$ cat config.mk
export PLATFORM = sky130hd
export DESIGN_NAME = banked_regfile
export DESIGN_NICKNAME = d
export VERILOG_FILES = /design/src/rtl/brf_pkg.sv /design/src/rtl/rf_slot_map.sv /design/src/rtl/rf_read_lane.sv /design/src/rtl/rf_store.sv /design/src/rtl/banked_regfile.sv
export SDC_FILE = /design/constraint.sdc
export NUM_CORES = 1
export LEC_CHECK = 0
export BUFFER_PORTS_ARGS = -buffer_cell sky130_fd_sc_hd__buf_2
export CORE_MARGIN = 10
export CORE_UTILIZATION = 40
export CTS_CLUSTER_DIAMETER = 80
export DETAILED_ROUTE_END_ITERATION = 7
export SYNTH_ARGS = -nofsm -noshare
export SYNTH_HDL_FRONTEND = slang
export SYNTH_SLANG_ARGS = --single-unit
$ cat constraint.sdc
create_clock -name clk -period 3.28 [get_ports clk]
set_input_delay 0.164 -clock clk [delete_from_list [all_inputs] [get_ports clk]]
set_output_delay 0.164 -clock clk [all_outputs]
set_load 0.005 [all_outputs]
$ cat src/rtl/brf_pkg.sv
package brf_pkg;

  localparam int WORD_W = 16;

  typedef enum logic [1:0] {
    ACC_WORD = 2'd0,
    ACC_BYTE = 2'd1,
    ACC_BIT  = 2'd2,
    ACC_VOID = 2'd3
  } acc_e;

  // New word after a sized write lands on an old one.
  function automatic logic [WORD_W-1:0] merge_write(
    input logic [WORD_W-1:0] old_w,
    input logic [WORD_W-1:0] din,
    input acc_e              sz,
    input logic              hi,
    input logic [3:0]        bidx
  );
    logic [WORD_W-1:0] r;
    r = old_w;
    case (sz)
      ACC_WORD: r = din;
      ACC_BYTE: if (hi) r[15:8] = din[7:0];
                else    r[7:0]  = din[7:0];
      ACC_BIT:  r[bidx] = din[0];
      default:  r = old_w;
    endcase
    return r;
  endfunction

  // Sized view of a stored word, zero-extended.
  function automatic logic [WORD_W-1:0] pick_read(
    input logic [WORD_W-1:0] w,
    input acc_e              sz,
    input logic              hi,
    input logic [3:0]        bidx
  );
    logic [WORD_W-1:0] r;
    case (sz)
      ACC_WORD: r = w;
      ACC_BYTE: r = {8'h00, (hi ? w[15:8] : w[7:0])};
      ACC_BIT:  r = {15'd0, w[bidx]};
      default:  r = '0;
    endcase
    return r;
  endfunction

  function automatic logic [WORD_W-1:0] sp_down(input logic [WORD_W-1:0] sp);
    return sp - 16'd2;
  endfunction

  function automatic logic [WORD_W-1:0] sp_up(input logic [WORD_W-1:0] sp);
    return sp + 16'd2;
  endfunction

endpackage

$ cat src/rtl/rf_slot_map.sv
module rf_slot_map
  import brf_pkg::*;
#(
  parameter int NREG    = 8,
  parameter int NBANKED = 4,
  parameter int NBANK   = 4,
  parameter int NSLOT   = 21,
  parameter int SLOT_W  = 5,
  parameter int BANK_W  = 2,
  parameter int SEL_W   = 7
) (
  input  logic [SEL_W-1:0]  sel_i,
  input  acc_e              size_i,
  input  logic [BANK_W-1:0] bank_i,
  input  logic              mode_i,
  output logic [SLOT_W-1:0] slot_o,
  output logic              hi_o,
  output logic [3:0]        bidx_o,
  output logic              misalign_o
);
  localparam int REG_W = $clog2(NREG);

  logic [REG_W-1:0] reg_idx;

  always_comb begin
    reg_idx = (size_i == ACC_BIT) ? sel_i[SEL_W-1:4] : sel_i[REG_W:1];
    if (reg_idx < REG_W'(NBANKED))
      slot_o = SLOT_W'(bank_i) * SLOT_W'(NBANKED) + SLOT_W'(reg_idx);
    else if (reg_idx == REG_W'(NREG-1))
      slot_o = mode_i ? SLOT_W'(NSLOT-1) : SLOT_W'(NSLOT-2);
    else
      slot_o = SLOT_W'(NBANK*NBANKED) + SLOT_W'(reg_idx) - SLOT_W'(NBANKED);
  end

  assign hi_o       = sel_i[0];
  assign bidx_o     = sel_i[3:0];
  assign misalign_o = (size_i == ACC_WORD) && sel_i[0];

endmodule

$ cat src/rtl/rf_read_lane.sv
module rf_read_lane
  import brf_pkg::*;
#(
  parameter int NSLOT  = 21,
  parameter int SLOT_W = 5
) (
  input  logic [NSLOT-1:0][WORD_W-1:0] words_i,
  input  logic [SLOT_W-1:0]            slot_i,
  input  acc_e                         size_i,
  input  logic                         hi_i,
  input  logic [3:0]                   bidx_i,
  output logic [WORD_W-1:0]            data_o
);
  assign data_o = pick_read(words_i[slot_i], size_i, hi_i, bidx_i);
endmodule

$ cat src/rtl/rf_store.sv
module rf_store
  import brf_pkg::*;
#(
  parameter int               NSLOT  = 21,
  parameter int               SLOT_W = 5,
  parameter logic [WORD_W-1:0] SP_RST = 16'h0100
) (
  input  logic                         clk,
  input  logic                         rst_n,
  input  logic                         wr_en,
  input  logic [SLOT_W-1:0]            wr_slot,
  input  acc_e                         wr_size,
  input  logic                         wr_hi,
  input  logic [3:0]                   wr_bidx,
  input  logic [WORD_W-1:0]            wr_data,
  input  logic                         sys_mode,
  input  logic                         push,
  input  logic                         pop,
  output logic [NSLOT-1:0][WORD_W-1:0] words_o,
  output logic [WORD_W-1:0]            stk_addr
);
  localparam logic [SLOT_W-1:0] USP_SLOT = SLOT_W'(NSLOT-2);
  localparam logic [SLOT_W-1:0] SSP_SLOT = SLOT_W'(NSLOT-1);

  logic [NSLOT-1:0][WORD_W-1:0] mem;
  logic [SLOT_W-1:0] sp_slot;
  logic [WORD_W-1:0] sp_now, sp_next, usp, ssp;
  logic stk_op, push_ev, pop_ev, wr_blocked;

  assign sp_slot    = sys_mode ? SSP_SLOT : USP_SLOT;
  assign sp_now     = mem[sp_slot];
  assign push_ev    = push;
  assign pop_ev     = pop && !push;
  assign stk_op     = push_ev || pop_ev;
  assign sp_next    = push_ev ? sp_down(sp_now) : sp_up(sp_now);
  assign stk_addr   = push_ev ? sp_down(sp_now) : sp_now;
  assign wr_blocked = wr_en && stk_op && (wr_slot == sp_slot);
  assign usp        = mem[USP_SLOT];
  assign ssp        = mem[SSP_SLOT];
  assign words_o    = mem;

  always_ff @(posedge clk or negedge rst_n) begin
    if (!rst_n) begin
      for (int i = 0; i < NSLOT; i++)
        mem[i] <= (i >= NSLOT-2) ? SP_RST : '0;
    end else begin
      for (int i = 0; i < NSLOT; i++) begin
        if (stk_op && (sp_slot == SLOT_W'(i)))
          mem[i] <= sp_next;
        else if (wr_en && (wr_slot == SLOT_W'(i)))
          mem[i] <= merge_write(mem[i], wr_data, wr_size, wr_hi, wr_bidx);
      end
    end
  end

  // push lowers the live user pointer by two
  a_r8_push_lowers_usp: assert property (@(posedge clk) disable iff (!rst_n)
    (push_ev && !sys_mode) |=> (usp == $past(usp) - 16'd2));

  // pop raises the live supervisor pointer by two
  a_r8_pop_raises_ssp: assert property (@(posedge clk) disable iff (!rst_n)
    (pop_ev && sys_mode) |=> (ssp == $past(ssp) + 16'd2));

  // user-mode stack activity leaves the supervisor pointer alone
  a_r9_ssp_untouched: assert property (@(posedge clk) disable iff (!rst_n)
    (stk_op && !sys_mode && !(wr_en && wr_slot == SSP_SLOT)) |=> $stable(ssp));

  // a low-byte write keeps the high half
  a_r4_byte_keeps_high: assert property (@(posedge clk) disable iff (!rst_n)
    (wr_en && wr_size == ACC_BYTE && !wr_hi && !wr_blocked)
      |=> (mem[$past(wr_slot)][15:8] == $past(mem[wr_slot][15:8])));

  // a write colliding with a stack step is dropped
  a_r11_stack_wins: assert property (@(posedge clk) disable iff (!rst_n)
    wr_blocked |=> (mem[$past(sp_slot)] == $past(sp_next)));

endmodule

$ cat src/rtl/banked_regfile.sv
module banked_regfile
  import brf_pkg::*;
#(
  parameter int          NREG    = 8,
  parameter int          NBANKED = 4,
  parameter int          NBANK   = 4,
  parameter logic [15:0] SP_RST  = 16'h0100
) (
  input  logic        clk,
  input  logic        rst_n,
  input  logic [1:0]  bank_sel,
  input  logic        sys_mode,
  input  logic        wr_en,
  input  logic [1:0]  wr_size,
  input  logic [6:0]  wr_sel,
  input  logic [15:0] wr_data,
  input  logic [1:0]  ra_size,
  input  logic [6:0]  ra_sel,
  output logic [15:0] ra_data,
  input  logic [1:0]  rb_size,
  input  logic [6:0]  rb_sel,
  output logic [15:0] rb_data,
  input  logic        push,
  input  logic        pop,
  output logic [15:0] stk_addr,
  output logic        align_err
);
  localparam int REG_W   = $clog2(NREG);
  localparam int BANK_W  = $clog2(NBANK);
  localparam int SEL_W   = REG_W + 4;
  localparam int NSHARED = NREG - 1 - NBANKED;
  localparam int NSLOT   = NBANK*NBANKED + NSHARED + 2;
  localparam int SLOT_W  = $clog2(NSLOT);
  localparam int NPORT   = 3;  // 0 write, 1 read A, 2 read B

  acc_e              sz_q   [NPORT];
  logic [SEL_W-1:0]  sel_q  [NPORT];
  logic [SLOT_W-1:0] slot_q [NPORT];
  logic [3:0]        bidx_q [NPORT];
  logic [NPORT-1:0]  hi_q, mis_q;
  logic [15:0]       rd_q   [2];
  logic [NSLOT-1:0][WORD_W-1:0] words;

  assign sz_q[0]  = acc_e'(wr_size);
  assign sz_q[1]  = acc_e'(ra_size);
  assign sz_q[2]  = acc_e'(rb_size);
  assign sel_q[0] = wr_sel;
  assign sel_q[1] = ra_sel;
  assign sel_q[2] = rb_sel;

  for (genvar p = 0; p < NPORT; p++) begin : g_map
    rf_slot_map #(
      .NREG(NREG), .NBANKED(NBANKED), .NBANK(NBANK), .NSLOT(NSLOT),
      .SLOT_W(SLOT_W), .BANK_W(BANK_W), .SEL_W(SEL_W)
    ) u_map (
      .sel_i(sel_q[p]), .size_i(sz_q[p]), .bank_i(bank_sel), .mode_i(sys_mode),
      .slot_o(slot_q[p]), .hi_o(hi_q[p]), .bidx_o(bidx_q[p]), .misalign_o(mis_q[p])
    );
  end

  assign align_err = (mis_q[0] && wr_en) || mis_q[1] || mis_q[2];

  rf_store #(.NSLOT(NSLOT), .SLOT_W(SLOT_W), .SP_RST(SP_RST)) u_store (
    .clk(clk), .rst_n(rst_n), .wr_en(wr_en), .wr_slot(slot_q[0]),
    .wr_size(sz_q[0]), .wr_hi(hi_q[0]), .wr_bidx(bidx_q[0]), .wr_data(wr_data),
    .sys_mode(sys_mode), .push(push), .pop(pop),
    .words_o(words), .stk_addr(stk_addr)
  );

  for (genvar r = 0; r < 2; r++) begin : g_rd
    rf_read_lane #(.NSLOT(NSLOT), .SLOT_W(SLOT_W)) u_lane (
      .words_i(words), .slot_i(slot_q[r+1]), .size_i(sz_q[r+1]),
      .hi_i(hi_q[r+1]), .bidx_i(bidx_q[r+1]), .data_o(rd_q[r])
    );
  end

  assign ra_data = rd_q[0];
  assign rb_data = rd_q[1];

  // an odd word read on port A raises the alignment flag
  a_r6_odd_word_flags: assert property (@(posedge clk) disable iff (!rst_n)
    (ra_size == 2'd0 && ra_sel[0]) |-> align_err);

endmodule

==> results of run 1 <==
## timing repair
item,4_1_cts,5_1_grt
setup endpoints to repair,22,18
pin swaps,17,49
hold endpoints to repair,84,0
cloned,1,4
gates resized for setup,64,115
setup buffers,11,23
hold buffers,1,0
## cell families (layout without fill, tap and decap cells)
| kind of cell | Yosys count | in the layout | share of synthesized area |
|---|---|---|---|
| buf+inv | 286 | 630 | 0.05853 |
| flops | 336 | 336 | 0.3835 |
| compound gates | 1324 | 1324 | 0.3776 |
| xor+xnor | 27 | 27 | 0.01078 |
| mux | 87 | 87 | 0.04245 |
| fa+ha+maj | 11 | 11 | 0.006276 |
| simple gates | 588 | 588 | 0.1209 |
## final timing paths
path	to	slack, ns	depth (start not counted)
setup / recovery	ra_data[0]	-0.11	18
hold / removal	u_store.ssp[8]$_DFFE_PN1P_	0.06	4
setup reg to reg	u_store.ssp[15]$_DFFE_PN0P_	0.38	10
hold reg to reg	u_store.usp[8]$_DFFE_PN1P_	0.52	2
max in group asynchronous	u_store.words_o[64]$_DFFE_PN0P_	2.00	3
min in group asynchronous	u_store.ssp[15]$_DFFE_PN0P_	0.26	2
## worst max-delay path, cell delays in order
cell	delay, ns
buf_8	0.10
and3b_2	0.23
a21oi_4	0.19
nor2_2	0.06
ha_1	0.29
inv_2	0.06
a2111oi_2	0.32
a31oi_1	0.11
buf_4	0.19
buf_4	0.15
o22ai_4	0.18
a21oi_2	0.08
nor3_2	0.20
buf_4	0.14
o32a_1	0.14
nand4_1	0.27
o221ai_2	0.20
buf_2	0.17
## stage by stage
| step | cells | cell area [um^2] | util | hold slack (ns) | TNS, ns |
|---|---|---|---|---|---|
| CTS | 3673 | 27420 | 0.5076 | 0.03205 | -0.2412 |
| floorplan | 2659 | 21930 | - | -0.1316 | 0 |
| global route | 3699 | 28280 | 0.5234 | 0.04878 | -0.5782 |
| global placement | 3586 | 25540 | 0.4726 | 0.2815 | -4.427 |
| finish | 3699 | 28280 | 0.5234 | 0.05514 | -0.1698 |
| detailed placement | 3586 | 25540 | 0.4726 | 0.2866 | -4.181 |
## placed cells by master, fill, tap and decap left out, types with 10 or more instances in the layout
cell / count
dfrtp_1: 334
nor2_1: 118
inv_1: 30
a21o_1: 15
a22o_1: 20
buf_6: 20
mux2_2: 18
o211ai_1: 18
a21oi_2: 17
xor2_1: 18
o221ai_1: 30
buf_2: 91
nand2_1: 261
nand2b_1: 13
buf_4: 359
o21ai_0: 56
nand3_1: 61
mux2i_1: 65
a211o_1: 13
clkbuf_16: 44
nor3_1: 27
o21ai_1: 16
and3_1: 17
a21oi_1: 720
ha_1: 10
a22oi_1: 102
and2_1: 21
o21a_1: 11
a211oi_1: 21
buf_12: 40
a221oi_1: 31
a31oi_1: 34
o22ai_1: 47
## final cells by class
type / instances / area (um^2) / share of cell area
Sequential cell: 336 / 8411 / 0.2974
Tap cell: 696 / 870.8 / 0.03080
Inverter: 34 / 131.4 / 0.004646
Clock inverter: 24 / 329.1 / 0.01164
Multi-Input combinational cell: 2037 / 13020 / 0.4602
Timing Repair Buffer: 522 / 4382 / 0.1549
Clock buffer: 50 / 1140 / 0.04031
## flip-flops by register name (all words and copies together) (netlist names)
signal and cells:
u_store.usp 16, u_store.ssp 16, u_store.words_o 304
## power by group
group	total [mW]	internal [mW]	switching, mW	leakage, nW
logic	6.40	2.62	3.78	7.05
clock network	5.01	3.04	1.98	0.726
registers	6.24	5.14	1.09	4.38
total	17.7	10.8	6.85	12.2
## layer usage
layer,part of all wire,track usage
met5,0,0
met2,0.44,0.5454
met4,0.060,0.1799
met3,0.098,0.06331
met1,0.40,0.4749
==> flow_summary.json, run 1 <==
{
  "layout_min_cycle_time_ns": 3.391,
  "finalSetupViolCount": 2,
  "synth_enable_flop_cells": 0,
  "synth.top_cell.area_share": 0.3811,
  "drt_wl_total_um": 118900,
  "grt_pass1_wl_um": 167400,
  "drv_cap": 0,
  "rsz0062_at_grt": "yes",
  "placement.io_buffers": 99,
  "grt_max_degree": 94,
  "gp_congestion": 1.043,
  "end_kind": "output port",
  "nFillCells": 5129,
  "startpoint_type": "input pin",
  "crit_start": "ra_size[1]",
  "dr.pass1.iters": 8,
  "routed_wire_length_per_instance_um": 32.16,
  "cts_buffers": 41,
  "num_vias": 24880,
  "ant_nets": 0,
  "die_height_um": 254.2,
  "area_growth_pct": 28.94,
  "cts_max_level": 2,
  "hold_viol": 0,
  "crit_type": "in2out",
  "tritoncts": "done",
  "grt_usage": 0.3554,
  "overflow": 0,
  "status": "finished with violations",
  "ir_drop_uv": 408.0,
  "grt_pass1_vias": 23310,
  "clk_pin_slew_ns": 0.06,
  "syn_area_per_cell_um2": 8.248,
  "critical_path_required_ns": 3.12,
  "start_util": 0.4059,
  "hpwl_um": 85620,
  "drive_above_1_share": 0.2554,
  "diodes": 0,
  "fin_skew_ns": 0.007111,
  "r2r_start": "u_store.ssp[2]$_DFFE_PN0P_",
  "ys_top_cells_by_area": "dfrtp_1 (38%), a21oi_1 (17%), nand2_1 (4.5%)",
  "tightestPinTransition_ns": 1.046,
  "synthCells": 2659,
  "max_freq_mhz": 294.9,
  "nNetsFinal": 3034,
  "synthArstFlopShare": 1.000,
  "drv_slew": 0,
  "synth_common_cells": "a21oi_1 (739), dfrtp_1 (334), nand2_1 (263)",
  "ioPinCount": 100,
  "hold_start": "wr_data[8]",
  "power_density_nw_per_um2": 624.3,
  "critPathArrivalTime_ns": 3.23,
  "viasPerCell": 6.725,
  "cts.sinks": 336,
  "yosysSeqAreaShare": 0.3835,
  "die-area_um2": 64590,
  "p_total_mw": 17.65,
  "syn_area_um2": 21930,
  "worst_slack_ns": -0.1113,
  "antenna_found_initial": 0,
  "synth_most_common_cell": "a21oi_1",
  "drc": 0,
  "synth_area_leader_cell": "dfrtp_1",
  "p_leak_nw": 12.16,
  "place_ws_ns": -0.5663,
  "clock_path_buffers": 3,
  "synth_cell_types": 91,
  "clk_latency_ns": 0.57,
  "relSlewSlack": 0.3004,
  "drt_iter0_drc": 3395,
  "ys.flop_type": "dfrtp_1",
  "period_share": 1.034,
  "root_buffer": "clkbuf_16",
  "synth_fp_nets": 2721,
  "synth_warnings": 0,
  "path_max_fanout": 4,
  "die_x_um": 254.2,
  "design.core.area_um2": 54030,
  "hold_class": "in2reg",
  "rows": 85,
  "ys_ff_latch": 336,
  "violations": "negative setup slack"
}
Power figures use the tool's default switching activity.
==> run 2: changes to the inputs <==
- PLACE_DENSITY_LB_ADDON: not set -> 0.25
==> run 2 against run 1 <==
The flow finishes with violations (design-rule violations, negative setup slack). Clock skew is 0.0017 ns higher. First-iteration DRC count is 8.5% higher. Combinational power is 2% lower. Routed wire length is 6.2% lower. Fmax is 3.2% lower. Non-clock buffer count is 1 higher. Largest power group unchanged. Sequential power hardly changed. Worst hold slack worse by 0.0040 ns. Cell count hardly changed. Critical path type unchanged. Global-route usage is 2.3 points lower.
==> flow_summary.json, run 2 (synthesis gave the netlist of run 1 again) <==
{
  "status": "finished with violations",
  "violations": "design-rule violations, negative setup slack",
  "internal_power_mw": 10.69,
  "die_height_um": 254.2,
  "busiest_layer": "met2",
  "p_leak_nw": 12.10,
  "startpoint_type": "input pin",
  "critPathCapture": "ra_data[0]",
  "design.core.area_um2": 54030,
  "final_common_cell": "a21oi_1",
  "gp_congestion": 1.096,
  "cts.sinks": 336,
  "drv_cap": 0,
  "grt_usage": 0.3320,
  "critPathArrivalTime_ns": 3.34,
  "r2r_start": "u_store.ssp[4]$_DFFE_PN0P_",
  "ant_nets": 0,
  "layout_min_cycle_time_ns": 3.504,
  "grt_util_met3": 0.07787,
  "tightestPinTransition_ns": 1.146,
  "cts_max_level": 2,
  "clk_latency_ns": 0.57,
  "drive_above_1_share": 0.2490,
  "holdPathStages": 4,
  "relSlewSlack": 0.2310,
  "clk_pin_slew_ns": 0.06,
  "path_max_fanout": 12,
  "gr-usage-met2": 0.5079,
  "rows": 85,
  "p_clk_frac": 0.282,
  "grt_pass1_vias": 23790,
  "drc": 1,
  "nNetsFinal": 3035,
  "dpl_cell_area_um2": 25490,
  "r2r_slack_ns": 0.54,
  "num_vias": 24910,
  "end_kind": "output port",
  "final_core_utilization": 0.5174,
  "crit_start": "ra_sel[1]",
  "viasPerCell": 6.731,
  "place_ws_ns": -0.3355,
  "fin_setup_tns_ns": -0.4192,
  "placement.io_buffers": 99,
  "nFillCells": 5096,
  "ioPinCount": 100,
  "slowest_stage": "o31ai_2",
  "layout_common_cells": "a21oi_1 (724), buf_4 (366), dfrtp_1 (334), nand2_1 (261), nor2_1 (121)",
  "drv_slew": 0,
  "fin_skew_ns": 0.008777,
  "rsz0062_at_grt": "yes",
  "start_util": 0.4059,
  "fin_area_um2": 27960,
  "overflow": 0,
  "swShare": 0.3856,
  "path_common_cell": "buf_4",
  "ir_drop_uv": 410.4,
  "dr.pass1.iters": 8,
  "p_seq_frac": 0.358,
  "routed_wire_length_per_instance_um": 30.14,
  "grt_max_degree": 90,
  "area_growth_pct": 27.47,
  "period_share": 1.068,
  "grt_pass1_wl_um": 160000,
  "rr_endpoint": "u_store.ssp[13]$_DFFE_PN0P_",
  "tritoncts": "done",
  "antenna_found_initial": 2,
  "root_buffer": "clkbuf_16",
  "finalSetupViolCount": 4,
  "max_stage_delay_ns": 0.39,
  "critical_path_required_ns": 3.12,
  "max_freq_mhz": 285.4,
  "hpwl_um": 79870,
  "worst_slack_ns": -0.2236,
  "die_x_um": 254.2,
  "crit_chain": "buf_2 -> buf_4 -> inv_1 -> o21ai_4 -> buf_4 -> buf_4 -> nand2_1 -> a31oi_1 -> a221oi_2 -> o31ai_2 -> buf_4 -> o221a_2 -> nand4_1 -> o221ai_1 -> buf_4 -> buf_6",
  "p_switching_mw": 6.713,
  "pwr-share-comb": 0.359,
  "drt_wl_total_um": 111500,
  "hold_viol": 0,
  "cts_buffers": 41,
  "largest_reg_flops": 304,
  "drt_iter0_drc": 3683,
  "p_total_mw": 17.41,
  "die-area_um2": 64590,
  "use_met1": 0.4248,
  "crit_type": "in2out",
  "reg2reg_depth": 9,
  "power_density_nw_per_um2": 622.7,
  "hold_class": "in2reg",
  "clock_path_buffers": 3
}
run 2: worst max-delay path, delay by kind of cell:
family | cells | cell delay (ns)
AO/OA/AOI/OAI | 6 | 1.44
buffers and inverters | 8 | 1.50
AND/OR/NAND/NOR | 2 | 0.23
run 2: how the worst min path moves through the flow:
stage | endpoint | from | slack [ns]
after floorplan | u_store.ssp[0]$_DFFE_PN0P_ | rst_n | -0.13
after global placement | u_store.words_o[268]$_DFFE_PN0P_ | rst_n | 0.22
after detailed placement | u_store.words_o[287]$_DFFE_PN0P_ | rst_n | 0.23
after CTS | u_store.ssp[8]$_DFFE_PN1P_ | wr_data[8] | 0.03
after global routing | u_store.words_o[87]$_DFFE_PN0P_ | wr_data[7] | 0.10
final | u_store.ssp[8]$_DFFE_PN1P_ | wr_data[8] | 0.05
run 2: repair_timing:
| item | CTS | global route |
|---|---|---|
| gates cloned | 1 | 2 |
| hold buffers | 1 | 0 |
| gates resized for setup | 37 | 101 |
| pin swaps | 16 | 42 |
| endpoints found under the hold margin | 78 | 0 |
| setup endpoints to repair | 14 | 20 |
| setup buffers | 12 | 26 |
run 2: power groups by stage:
| stage | clock network [mW] | logic (mW) | registers (mW) |
|---|---|---|---|
| 2_1_floorplan | 0 | 3.33 | 5.81 |
| 3_3_place_gp | 0 | 5.63 | 6.23 |
| 3_5_place_dp | 0 | 5.72 | 6.23 |
| 4_1_cts | 4.94 | 5.83 | 6.18 |
| 5_1_grt | 5.11 | 6.65 | 6.33 |
| 6_report | 4.92 | 6.25 | 6.24 |
run 2: metrics by stage:
step | hold slack, ns | instances
2_1_floorplan | -0.1316 | 2659
3_3_place_gp | 0.2209 | 3585
3_5_place_dp | 0.2301 | 3585
4_1_cts | 0.03327 | 3672
5_1_grt | 0.1032 | 3700
6_report | 0.05112 | 3701
run 2: final cells by class:
cell class | count | area [um^2] | share of cell area
Multi-Input combinational cell | 2037 | 12800 | 0.4577
Sequential cell | 336 | 8411 | 0.3009
Timing Repair Buffer | 523 | 4300 | 0.1538
Clock buffer | 58 | 1210 | 0.04328
Tap cell | 696 | 870.8 | 0.03115
Clock inverter | 16 | 234.0 | 0.008369
Inverter | 34 | 131.4 | 0.004699
Antenna cell | 1 | 2.502 | 0.00008951
run 2: per-layer routing:
layer	wire, um	up-vias
met5	30	-
met4	7350	4
met3	12580	409
met2	48770	1699
met1	42810	12130
li1	-	10670
